### config.mk
export PLATFORM = sky130hd
export DESIGN_NAME = wdog_timer
export DESIGN_NICKNAME = d
export VERILOG_FILES = /design/src/rtl/wdog_pkg.sv /design/src/rtl/wdog_regs.sv /design/src/rtl/wdog_count.sv /design/src/rtl/wdog_resp.sv /design/src/rtl/wdog_timer.sv
export SDC_FILE = /design/constraint.sdc
export NUM_CORES = 1
export LEC_CHECK = 0
export ABC_AREA = 0
export BUFFER_PORTS_ARGS = -buffer_cell sky130_fd_sc_hd__buf_2
export CORE_ASPECT_RATIO = 0.6
export CORE_MARGIN = 4
export CORE_UTILIZATION = 59
export CTS_CLUSTER_DIAMETER = 40
export DETAILED_ROUTE_END_ITERATION = 6
export HOLD_SLACK_MARGIN = 0.15
export PLACE_DENSITY = 0.85
export SYNTH_ARGS = -nofsm -noshare
export SYNTH_HDL_FRONTEND = slang
export SYNTH_SLANG_ARGS = --single-unit
### constraint.sdc
create_clock -name clk -period 4.79 [get_ports clk]
set_input_delay 0.958 -clock clk [delete_from_list [all_inputs] [get_ports clk]]
set_output_delay 0.958 -clock clk [all_outputs]
set_load 0.02 [all_outputs]
### src/rtl/wdog_pkg.sv
package wdog_pkg;
  localparam int unsigned IDX_CTRL  = 0;
  localparam int unsigned IDX_RANGE = 1;
  localparam int unsigned IDX_COUNT = 2;
  localparam int unsigned IDX_KICK  = 3;

  localparam int unsigned SEL_W = 4;
  localparam logic [31:0] KICK_KEY = 32'h0000_0076;

  typedef struct packed {
    logic mode;
    logic en;
  } ctrl_t;

  typedef struct packed {
    logic [SEL_W-1:0] sel_init;
    logic [SEL_W-1:0] sel_run;
  } range_t;
endpackage

### src/rtl/wdog_regs.sv
module wdog_regs
  import wdog_pkg::*;
#(
  parameter int unsigned ADDR_W = 2,
  parameter int unsigned DATA_W = 32,
  parameter int unsigned CNT_W  = 32
) (
  input  logic              clk,
  input  logic              rst_n,
  input  logic              bus_sel,
  input  logic              bus_we,
  input  logic [ADDR_W-1:0] bus_addr,
  input  logic [DATA_W-1:0] bus_wdata,
  input  logic [CNT_W-1:0]  cnt,
  output ctrl_t             ctrl_q,
  output range_t            range_q,
  output logic              start,
  output logic              kick,
  output logic [DATA_W-1:0] bus_rdata
);
  localparam int unsigned RANGE_W = $bits(range_t);

  logic   wr_any, wr_ctrl, wr_range, wr_kick;
  ctrl_t  ctrl_d;
  range_t range_d;

  assign wr_any   = bus_sel & bus_we;
  assign wr_ctrl  = wr_any & (bus_addr == ADDR_W'(IDX_CTRL));
  assign wr_range = wr_any & (bus_addr == ADDR_W'(IDX_RANGE));
  assign wr_kick  = wr_any & (bus_addr == ADDR_W'(IDX_KICK));

  assign start = wr_ctrl & bus_wdata[0] & ~ctrl_q.en;
  assign kick  = wr_kick & ctrl_q.en & (bus_wdata == DATA_W'(KICK_KEY));

  always_comb begin
    ctrl_d      = ctrl_q;
    ctrl_d.en   = ctrl_q.en | bus_wdata[0];
    ctrl_d.mode = bus_wdata[1];
    range_d     = range_t'(bus_wdata[RANGE_W-1:0]);
  end

  always_ff @(posedge clk or negedge rst_n) begin
    if (!rst_n) begin
      ctrl_q  <= '0;
      range_q <= '0;
    end else begin
      if (wr_ctrl)  ctrl_q  <= ctrl_d;
      if (wr_range) range_q <= range_d;
    end
  end

  always_comb begin
    bus_rdata = '0;
    case (bus_addr)
      ADDR_W'(IDX_CTRL):  bus_rdata = DATA_W'(ctrl_q);
      ADDR_W'(IDX_RANGE): bus_rdata = DATA_W'(range_q);
      ADDR_W'(IDX_COUNT): bus_rdata = DATA_W'(cnt);
      default:            bus_rdata = '0;
    endcase
  end
endmodule

### src/rtl/wdog_count.sv
module wdog_count
  import wdog_pkg::*;
#(
  parameter int unsigned BASE_EXP = 16,
  parameter int unsigned CNT_W    = 32
) (
  input  logic             clk,
  input  logic             rst_n,
  input  logic             en,
  input  logic             start,
  input  logic             kick,
  input  logic [SEL_W-1:0] sel_init,
  input  logic [SEL_W-1:0] sel_run,
  output logic [CNT_W-1:0] cnt_q,
  output logic             expire
);
  function automatic logic [CNT_W-1:0] period_of(input logic [SEL_W-1:0] s);
    period_of = CNT_W'(1) << (BASE_EXP + int'(s));
  endfunction

  logic [CNT_W-1:0] cnt_d;
  logic             cnt_ce;

  assign expire = en & ~kick & (cnt_q == '0);
  assign cnt_ce = start | en;

  always_comb begin
    if (start)
      cnt_d = period_of(sel_init);
    else if (kick || expire)
      cnt_d = period_of(sel_run);
    else
      cnt_d = cnt_q - CNT_W'(1);
  end

  always_ff @(posedge clk or negedge rst_n) begin
    if (!rst_n)      cnt_q <= '0;
    else if (cnt_ce) cnt_q <= cnt_d;
  end
endmodule

### src/rtl/wdog_resp.sv
module wdog_resp #(
  parameter int unsigned PULSE_LEN = 8
) (
  input  logic clk,
  input  logic rst_n,
  input  logic expire,
  input  logic mode,
  input  logic kick,
  output logic irq_q,
  output logic sysrst
);
  localparam int unsigned PW = $clog2(PULSE_LEN + 1);

  logic          fire;
  logic          irq_d;
  logic          irq_ce;
  logic [PW-1:0] pcnt_q, pcnt_d;
  logic          pcnt_ce;

  assign fire   = expire & (~mode | irq_q);
  assign irq_ce = kick | (expire & mode);
  assign irq_d  = ~kick;

  assign pcnt_ce = fire | (pcnt_q != '0);
  assign pcnt_d  = fire ? PW'(PULSE_LEN) : pcnt_q - PW'(1);

  always_ff @(posedge clk or negedge rst_n) begin
    if (!rst_n) begin
      irq_q  <= 1'b0;
      pcnt_q <= '0;
    end else begin
      if (irq_ce)  irq_q  <= irq_d;
      if (pcnt_ce) pcnt_q <= pcnt_d;
    end
  end

  assign sysrst = (pcnt_q != '0);
endmodule

### src/rtl/wdog_timer.sv
module wdog_timer
  import wdog_pkg::*;
#(
  parameter int unsigned ADDR_W    = 2,
  parameter int unsigned DATA_W    = 32,
  parameter int unsigned BASE_EXP  = 16,
  parameter int unsigned PULSE_LEN = 8
) (
  input  logic              clk,
  input  logic              rst_n,
  input  logic              bus_sel,
  input  logic              bus_we,
  input  logic [ADDR_W-1:0] bus_addr,
  input  logic [DATA_W-1:0] bus_wdata,
  output logic [DATA_W-1:0] bus_rdata,
  output logic              irq_o,
  output logic              sysrst_o
);
  localparam int unsigned CNT_W = BASE_EXP + (1 << SEL_W);

  ctrl_t            ctrl_q;
  range_t           range_q;
  logic             start, kick, expire;
  logic [CNT_W-1:0] cnt_q;
  logic             run_en;

  assign run_en = ctrl_q.en;

  wdog_regs #(.ADDR_W(ADDR_W), .DATA_W(DATA_W), .CNT_W(CNT_W)) u_regs (
    .clk(clk), .rst_n(rst_n), .bus_sel(bus_sel), .bus_we(bus_we),
    .bus_addr(bus_addr), .bus_wdata(bus_wdata), .cnt(cnt_q),
    .ctrl_q(ctrl_q), .range_q(range_q), .start(start), .kick(kick),
    .bus_rdata(bus_rdata)
  );

  wdog_count #(.BASE_EXP(BASE_EXP), .CNT_W(CNT_W)) u_count (
    .clk(clk), .rst_n(rst_n), .en(run_en), .start(start), .kick(kick),
    .sel_init(range_q.sel_init), .sel_run(range_q.sel_run),
    .cnt_q(cnt_q), .expire(expire)
  );

  wdog_resp #(.PULSE_LEN(PULSE_LEN)) u_resp (
    .clk(clk), .rst_n(rst_n), .expire(expire), .mode(ctrl_q.mode),
    .kick(kick), .irq_q(irq_o), .sysrst(sysrst_o)
  );
endmodule

==> results of run 1 <==
## per-stage QoR
step	instances	setup WS (ns)	total power [uW]
floorplan	374	1.90	1470
global placement	503	1.44	1670
detailed placement	503	1.29	1710
CTS	511	1.40	2070
global route	511	1.06	2220
finish	511	1.27	2090
## where the power goes
group          internal, uW  switching [uW]  total (uW)  leakage [uW]
registers               541             264         806      0.000603
clock network           209             136         345     0.0000654
logic                   424             514         938       0.00115
total                  1170             915        2090       0.00182
## final cells by class
class	instances	area, um2
clock buffer	6	72.6
multi-input combinational	290	2030
tap	80	100
clock inverter	2	60.1
fill	468	1700
inverter	11	41.3
sequential	47	1180
timing repair buffer	75	385
## registers in the layout, indices dropped and copies added, names as in the netlist
name            cells
u_count.cnt_q      32
u_regs.range_q      8
u_resp.pcnt_q       4
u_regs.ctrl_q       2
u_resp.irq_q        1
## critical path, delay by kind of cell, from the launching register on
family          cells  cell delay, ns
simple gates        4            2.00
flops               1            0.44
compound gates      1            0.39
buf+inv             2            0.31
fa+ha+maj           1            0.24
## per-layer routing
layer	up-vias	part of all wire	global-route usage
met5	-	0	0
met4	0	0.015	0.0727
met3	19	0.11	0.0445
met2	227	0.43	0.450
met1	1560	0.44	0.406
li1	1542	-	-
## how the worst max path moves through the flow
stage	startpoint	to	slack, ns	cells after the start
3_5_place_dp	bus_wdata[0]	u_count.cnt_q[19]	1.29	6
4_1_cts	u_count.cnt_q[0]	u_count.cnt_q[19]	1.40	8
6_report	u_count.cnt_q[0]	u_count.cnt_q[24]	1.27	8
3_3_place_gp	bus_wdata[0]	u_count.cnt_q[21]	1.44	6
2_1_floorplan	bus_wdata[7]	u_count.cnt_q[24]	1.90	6
5_1_grt	u_count.cnt_q[1]	u_count.cnt_q[19]	1.06	8
## synth_stat cells, types with 8 or more instances
cell type,number
dfrtp_1,47
nor2_1,27
and2_1,24
nand2_1,22
a22o_1,18
nor3_1,17
nor4_1,17
clkbuf_1,15
a21oi_1,11
inv_1,11
o21ai_0,9
mux2_2,8
nand4_1,8
xor2_1,8
## cell families (layout without fill, tap and decap cells)
kind of cell	count (synthesis)	count (layout)	share of synthesized area
AO/OA/AOI/OAI	93	93	0.222
XOR/XNOR	13	13	0.0334
adder cells (fa/ha/maj)	3	3	0.0110
buffers and inverters	37	94	0.0573
flip-flops	47	47	0.345
multiplexers	11	11	0.0353
AND/OR/NAND/NOR	170	170	0.295
==> flow_metrics.tcl, run 1 <==
set metrics [dict create \
    hold_end "u_resp.irq_q" \
    clkSinkCount 47 \
    cts_tree "done" \
    hold_viol 0 \
    fp-row-count 21 \
    synth_cell_types 64 \
    peakVddDrop_v 0.000263 \
    ff2ff_path_depth 8 \
    gp_congestion 0.907 \
    crit_fanout 17 \
    crit_required_ns 4.97 \
    synthCells 374 \
    place_area_um2 3740 \
    cts_hold_buf 0 \
    timing.critical_path.slowest_stage_cell "nor4b_1" \
    crit_chain "inv_1 > ha_1 > nor4b_1 > nand4_1 > buf_4 > nand4b_1 > and2_1 > a311o_1" \
    status "completed" \
    r2r_end "u_count.cnt_q[24]" \
    core_area_um2 5570 \
    grt_max_degree 48 \
    ys_seq_area_frac 0.345 \
    pin_count 72 \
    post_cts.repair.setup_buffers 0 \
    wire_per_inst_um 18.8 \
    syn-num-nets 415 \
    hold_path_depth 1 \
    layout-drive-gt1-share 0.251 \
    startpoint_type "flip-flop" \
    synth_area_leaders "dfrtp_1 35%, a22o_1 4.6%, and2_1 4.4%" \
    layout_commonest_cell "buf_2" \
    rsz0062_at_grt "no" \
    die_x_um 106 \
    end_kind "flip-flop" \
    cts_resized 0 \
    grt_pass1_wl_mm 15.8 \
    drtIter0Drc 365 \
    hold_path.class "reg2reg" \
    pwr_density_cell_nw_per_um2 540 \
    regToRegSetupSlack_ns 1.27 \
    wl_mm 9.60 \
    fmax_ghz 0.284 \
    slew_violations 0 \
    num_vias 3348 \
    cts-root-buf "clkbuf_8" \
    tightest_slew_ns 1.06 \
    nets 471 \
    clk_pin_slew_ns 0.09 \
    grt_pass1_vias 3168 \
    drc 0 \
    p_leak_uw 0.00182 \
    drv_cap 0 \
    yosysTopAreaCell "dfrtp_1" \
    fin_util 0.695 \
    drt_first_pass_iters 5 \
    antenna_found_initial 0 \
    syn_area_um2 3410 \
    critPathMaxStageDelay_ns 0.65 \
    async_flop_share 1.00 \
    clockBufferDepth 2 \
    numPortBuffers 71 \
    hold_ws_ns 0.573 \
    synth_seq_cells 47 \
    min_period_ns 3.52 \
    finClkSkew_ns 0.00667 \
    fin_area_um2 3870 \
    worstPathArrival_ns 3.70 \
    max_slew_margin 0.290 \
    fin_tns_setup_ns 0 \
    worstSetupPathType "reg2reg" \
    htree_levels 2 \
    cts_buffers 5 \
    dp_hpwl_mm 6.96 \
    start_util 0.611 \
    period_share 0.734 \
    hold_start "u_resp.irq_q" \
    die_h_um 66.9 \
    finalSetupViolCount 0 \
    synth_area_per_cell_um2 9.11 \
    dieArea_um2 7090 \
    antenna_cells 0 \
    grt_usage 0.283 \
    vias_per_cell 6.55 \
    yosysWarnings 0 \
    gr-total-overflow 0 \
    clk_latency_ns 0.30 \
    synth-edff-count 0 \
    areaGrowthSynthToFinish_pct 13.6 \
    synth_ff_type "dfrtp_1" \
    r2r_start "u_count.cnt_q[0]" \
    layout_common_cells "71 x buf_2, 47 x dfrtp_1, 27 x nor2_1, 24 x and2_1, 22 x nand2_1" \
    ant_nets 0 \
    synth_top_cell_area_share 0.345 \
]
Power figures use the tool's default switching activity.
==> inputs of run 2 (changes only) <==
--- a/config.mk
+++ b/config.mk
@@ -9,11 +9,11 @@
 export BUFFER_PORTS_ARGS = -buffer_cell sky130_fd_sc_hd__buf_2
 export CORE_ASPECT_RATIO = 0.6
 export CORE_MARGIN = 4
-export CORE_UTILIZATION = 59
+export CORE_UTILIZATION = 55
 export CTS_CLUSTER_DIAMETER = 40
 export DETAILED_ROUTE_END_ITERATION = 6
 export HOLD_SLACK_MARGIN = 0.15
-export PLACE_DENSITY = 0.85
+export PLACE_DENSITY = 0.8
 export SYNTH_ARGS = -nofsm -noshare
 export SYNTH_HDL_FRONTEND = slang
 export SYNTH_SLANG_ARGS = --single-unit
==> constraint.sdc (replaced) <==
create_clock -name clk -period 3.4 [get_ports clk]
set_input_delay 0.68 -clock clk [delete_from_list [all_inputs] [get_ports clk]]
set_output_delay 0.68 -clock clk [all_outputs]
set_load 0.02 [all_outputs]
==> run 2 against run 1 <==
Total power rose by 35%. Hold slack got worse by 0.15 ns. Critical endpoint is now u_count.cnt_q[25]. Clock skew barely moved. Core utilization fell by 2.1 points.
==> flow_metrics.tcl, run 2 (synthesis gave the netlist of run 1 again) <==
set metrics [dict create \
    start_util 0.589 \
    peakVddDrop_v 0.000296 \
    pwr_density_cell_nw_per_um2 726 \
    layout_commonest_cell "buf_2" \
    cp_common_cell "buf_4" \
    critPathBufInv 3 \
    cts_tree "done" \
    die_x_um 110 \
    dp_hpwl_mm 7.36 \
    finClkSkew_ns 0.00632 \
    die_h_um 69.0 \
    regMostFlops "u_count.cnt_q" \
    timing.critical_path.slowest_stage_cell "a2111oi_0" \
    cts_buffers 5 \
    clockBufferDepth 2 \
    clk_latency_ns 0.30 \
    swShare 0.454 \
    period_share 0.828 \
    drv_cap 0 \
    grt_usage 0.274 \
    antenna_found_initial 0 \
    instances_no_fill 519 \
    drtIter0Drc 368 \
    max_slew_margin 0.358 \
    wire_per_inst_um 19.0 \
    numPortBuffers 71 \
    r2r_start "u_count.cnt_q[0]" \
    vias_per_cell 6.50 \
    cp-startpoint "u_count.cnt_q[0]" \
    dp.cells 512 \
    seq_power_share 0.397 \
    crit_required_ns 3.63 \
    drc 0 \
    nets 480 \
    min_period_ns 2.82 \
    end_kind "flip-flop" \
    clkSinkCount 47 \
    slew_violations 0 \
    layout-drive-gt1-share 0.267 \
    worstSetupPathType "reg2reg" \
    areaGrowthSynthToFinish_pct 14.3 \
    grt_max_degree 31 \
    antenna_cells 0 \
    htree_levels 2 \
    hold_path.class "in2async" \
    reg.largest.list "u_count.cnt_q x32, u_regs.range_q x8, u_resp.pcnt_q x4" \
    clk_pin_slew_ns 0.09 \
    largest_reg_flops 32 \
    drt_first_pass_iters 5 \
    power.net_switching_uw 1280 \
    num_vias 3374 \
    finalSetupViolCount 0 \
    p_int_uw 1550 \
    ant_nets 0 \
    pwr-share-clk 0.126 \
    cts_resized 0 \
    fp-row-count 21 \
    layout_common_cells "71 x buf_2, 47 x dfrtp_1, 27 x nor2_1, 24 x and2_1, 22 x nand2_1" \
    cts_hold_buf 0 \
    grt_pass1_vias 3153 \
    hold_viol 0 \
    rsz0062_at_grt "no" \
    fin_tns_setup_ns 0 \
    wl_mm 9.88 \
    gp_congestion 0.965 \
    tightest_slew_ns 0.964 \
    status "completed" \
    core_area_um2 5780 \
    grt_pass1_wl_mm 16.0 \
    gr-total-overflow 0 \
    critPathMaxStageDelay_ns 0.54 \
    crit_family "simple AND/OR/NAND/NOR gates" \
    pin_count 72 \
    startpoint_type "flip-flop" \
    comb_power_share 0.477 \
    p_leak_uw 0.00184 \
    fmax_ghz 0.355 \
    cts-root-buf "clkbuf_8" \
    worstPathArrival_ns 3.05 \
    post_cts.repair.setup_buffers 0 \
    dieArea_um2 7560 \
    crit_fanout 14 \
    crit_chain "inv_1 > ha_1 > nor4b_1 > buf_4 > nand4_1 > nand4b_1 > buf_4 > a2111oi_0 > a311o_1" \
]
[run 2: cell type report]
| cell class | count | area [um2] |
|---|---|---|
| Clock inverter | 1 | 5.00 |
| Multi-Input combinational cell | 290 | 2030 |
| Timing Repair Buffer | 84 | 453 |
| Inverter | 11 | 41.3 |
| Tap cell | 80 | 100 |
| Fill cell | 475 | 1890 |
| Clock buffer | 6 | 82.6 |
| Sequential cell | 47 | 1180 |
[run 2: final timing paths]
| path | to | slack [ns] | cells after the start |
|---|---|---|---|
| max | u_count.cnt_q[25] | 0.58 | 9 |
| min | u_count.cnt_q[17] | 0.42 | 1 |
| max reg2reg | u_count.cnt_q[25] | 0.58 | 9 |
| min reg2reg | u_resp.irq_q | 0.55 | 1 |
| max in group asynchronous | u_count.cnt_q[28] | 2.24 | 2 |
| min in group clk | u_resp.irq_q | 0.55 | 1 |
[run 2: power groups by stage]
stage	clock network (uW)	registers (uW)	logic (uW)
floorplan	0	947	1120
global placement	0	1100	1290
detailed placement	0	1120	1330
CTS	356	1110	1340
global route	382	1160	1490
finish	355	1120	1350
[run 2: per-layer routing]
layer / global-route usage / vias up / routed length (um)
li1: - / 1560 / -
met1: 0.415 / 1594 / 4510
met2: 0.404 / 212 / 4290
met3: 0.0530 / 8 / 998
met4: 0.0638 / 0 / 76
met5: 0 / - / 0
[run 2: metrics by stage]
step | hold slack [ns] | power (uW) | instance area, um2 | util | setup WS, ns
2_1_floorplan | 0.384 | 2070 | 3410 | - | 0.785
3_3_place_gp | 0.523 | 2390 | 3800 | 0.658 | 0.452
3_5_place_dp | 0.531 | 2450 | 3800 | 0.658 | 0.396
4_1_cts | 0.437 | 2800 | 3890 | 0.673 | 0.659
5_1_grt | 0.472 | 3030 | 3890 | 0.673 | 0.447
6_report | 0.420 | 2830 | 3890 | 0.673 | 0.584
==> inputs of run 3 (changes only) <==
--- a/config.mk
+++ b/config.mk
@@ -5,15 +5,15 @@
 export SDC_FILE = /design/constraint.sdc
 export NUM_CORES = 1
 export LEC_CHECK = 0
-export ABC_AREA = 0
+export ABC_AREA = 1
 export BUFFER_PORTS_ARGS = -buffer_cell sky130_fd_sc_hd__buf_2
 export CORE_ASPECT_RATIO = 0.6
 export CORE_MARGIN = 4
-export CORE_UTILIZATION = 55
+export CORE_UTILIZATION = 56
 export CTS_CLUSTER_DIAMETER = 40
 export DETAILED_ROUTE_END_ITERATION = 6
 export HOLD_SLACK_MARGIN = 0.15
-export PLACE_DENSITY = 0.8
+export PLACE_DENSITY = 0.81
 export SYNTH_ARGS = -nofsm -noshare
 export SYNTH_HDL_FRONTEND = slang
 export SYNTH_SLANG_ARGS = --single-unit
==> constraint.sdc (replaced) <==
create_clock -name clk -period 2.6 [get_ports clk]
set_input_delay 0.52 -clock clk [delete_from_list [all_inputs] [get_ports clk]]
set_output_delay 0.52 -clock clk [all_outputs]
set_load 0.02 [all_outputs]
==> run 3 against run 2 <==
Clock power increased by 32%. Synthesized cell count up 56%. Sequential share of layout area decreased by 2.7 points. Critical path depth shrank 6. Via count rose by 26%. Sequential power down 28%. Critical endpoint is now bus_rdata[3].
==> flow_metrics.tcl, run 3 <==
set metrics [dict create \
    min_period_ns 2.29 \
    grt_pass1_vias 3740 \
    synthCells 584 \
    start_util 0.595 \
    grt_pass1_wl_mm 18.7 \
    gp_congestion 0.970 \
    gr-total-overflow 0 \
    startpoint_type "flip-flop" \
    dp_hpwl_mm 9.34 \
    layout-drive-gt1-share 0.172 \
    globalRouteMet3Util 0.0684 \
    regMostFlops "u_count.cnt_q" \
    yosysTopAreaCell "dfrtp_1" \
    peakVddDrop_v 0.000331 \
    slew_violations 0 \
    drv_cap 0 \
    synth_seq_cells 47 \
    wire_per_inst_um 15.9 \
    cts-root-buf "clkbuf_8" \
    grt_usage 0.291 \
    grt_max_degree 26 \
    antenna_found_initial 0 \
    synth_top_cell_area_share 0.315 \
    grt_use_met2 0.424 \
    yosysMostFrequentCell "nand2_1" \
    crit_fanout 10 \
    num_vias 4260 \
    die_x_um 113 \
    dieArea_um2 8090 \
    nets 697 \
    period_share 0.881 \
    synth_cell_types 37 \
    drt_first_pass_iters 5 \
    cts_tree "done" \
    finalSetupViolCount 0 \
    pre_cts_slack_ns 0.399 \
    drtIter0Drc 543 \
    layout_common_cells "139 x nand2_1, 98 x nor2_1, 87 x inv_1, 71 x buf_2, 49 x nand3_1" \
    drc 0 \
    syn-num-nets 625 \
    pwr_density_cell_nw_per_um2 365 \
    synth_area_leaders "dfrtp_1 31%, nand2_1 14%, nor2_1 9.8%" \
    ant_nets 0 \
    crit_required_ns 2.08 \
    synth-edff-count 0 \
    htree_levels 2 \
    areaGrowthSynthToFinish_pct 14.3 \
    critPathMaxStageDelay_ns 0.62 \
    crit_family "flip-flops" \
    grt_util_met1 0.438 \
    crit_chain "clkinv_1 > o22ai_1 > buf_2" \
    ys_seq_area_frac 0.315 \
    fin_tns_setup_ns 0 \
    synth_ff_type "dfrtp_1" \
    syn_area_um2 3740 \
    cts_buffers 5 \
    core_area_um2 6280 \
    finalWorstSetupSlack_ns 0.309 \
    rsz0062_at_grt "no" \
    wl_mm 11.8 \
    die_h_um 71.3 \
    status "completed" \
    pin_count 72 \
    critPathBufInv 2 \
    timing.critical_path.slowest_stage_cell "dfrtp_1" \
    end_kind "output pin" \
    busiest_layer "met1" \
    clk_pin_slew_ns 0.09 \
    fmax_ghz 0.436 \
    vias_per_cell 5.76 \
    async_flop_share 1.00 \
    fp-row-count 22 \
    worstPathArrival_ns 1.77 \
    tightest_slew_ns 0.587 \
    p_leak_uw 0.00227 \
    synth_top_cells_by_count "139 x nand2_1, 98 x nor2_1, 87 x inv_1" \
    clockBufferDepth 2 \
    hold_viol 0 \
    finClkSkew_ns 0.00740 \
    worstSetupPathType "reg2out" \
    yosysWarnings 0 \
    numPortBuffers 71 \
    synth_area_per_cell_um2 6.40 \
    clk_latency_ns 0.31 \
    layout_commonest_cell "nand2_1" \
    antenna_cells 0 \
    clkSinkCount 47 \
    post_cts.repair.setup_buffers 0 \
    largest_reg_flops 32 \
    hold_path.class "in2reg" \
    max_slew_margin 0.607 \
    reg.largest.list "u_count.cnt_q x32, u_regs.range_q x8, u_resp.pcnt_q x4" \
]
-- run 3: cell count changes in the layout (fill, tap and decap cells not counted), moves of 19 or more --
cell | previous run | this run
inv_1 | 11 | 87
o22ai_1 | 1 | 20
nand2_1 | 22 | 139
nand3_1 | 5 | 49
nor2_1 | 27 | 98
and2_1 | 24 | 1
-- run 3: metrics by stage --
stage | hold slack [ns] | instance area (um2) | total power, uW | std cells | util
floorplan | 0.224 | 3740 | 967 | 584 | -
global placement | 0.462 | 4170 | 1090 | 732 | 0.665
detailed placement | 0.468 | 4170 | 1090 | 732 | 0.665
CTS | 0.475 | 4270 | 1550 | 740 | 0.680
global route | 0.486 | 4270 | 1630 | 740 | 0.680
finish | 0.472 | 4270 | 1560 | 740 | 0.680
-- run 3: final timing paths --
path                                    from                end  slack [ns]  cells past startpoint
max                        u_regs.range_q[3]       bus_rdata[3]        0.31                      3
min                             bus_wdata[7]  u_regs.range_q[7]        0.47                      3
max reg2reg                 u_count.cnt_q[0]  u_count.cnt_q[18]        0.50                     11
min reg2reg                     u_resp.irq_q       u_resp.irq_q        0.53                      1
max in group asynchronous              rst_n  u_count.cnt_q[21]        1.33                      3
min in group asynchronous              rst_n   u_count.cnt_q[2]        0.67                      2
-- run 3: report_power, final --
group | switching [uW] | internal (uW) | total (uW) | leakage (uW)
Combinational | 199 | 85.5 | 285 | 0.00169
Clock | 259 | 209 | 469 | 0.0000470
Sequential | 46.2 | 759 | 805 | 0.000539
-- run 3: cell type report --
class | count | area [um2]
clock buffer | 6 | 82.6
clock inverter | 1 | 5.00
fill | 582 | 2010
inverter | 92 | 348
multi-input combinational | 431 | 2140
sequential | 47 | 1180
tap | 84 | 105
timing repair buffer | 79 | 418
-- run 3: what timing repair did --
item	4_1_cts	5_1_grt
gates resized for setup	0	0
hold endpoints to repair	15	0
hold buffers	1	0
-- run 3: kinds of logic after synthesis --
logic type | after synthesis | share of synthesized area
adders and majority gates | 3 | 0.0100
buffers and inverters | 106 | 0.114
and+or+nand+nor | 353 | 0.431
xor gates and xnor gates | 15 | 0.0352
DFF | 47 | 0.315
AOI/OAI and AO/OA | 60 | 0.0958
-- run 3: layer usage --
layer | vias up | part of all wire
li1 | 2024 | -
met3 | 20 | 0.12
met4 | 0 | 0.013
met2 | 275 | 0.42
met1 | 1941 | 0.44
met5 | - | 0
-- run 3: tightest hold or removal path: cells and delay by family --
| family | cells | cell delay [ns] |
|---|---|---|
| buf+inv | 2 | 0.14 |
| compound gates | 1 | 0.07 |
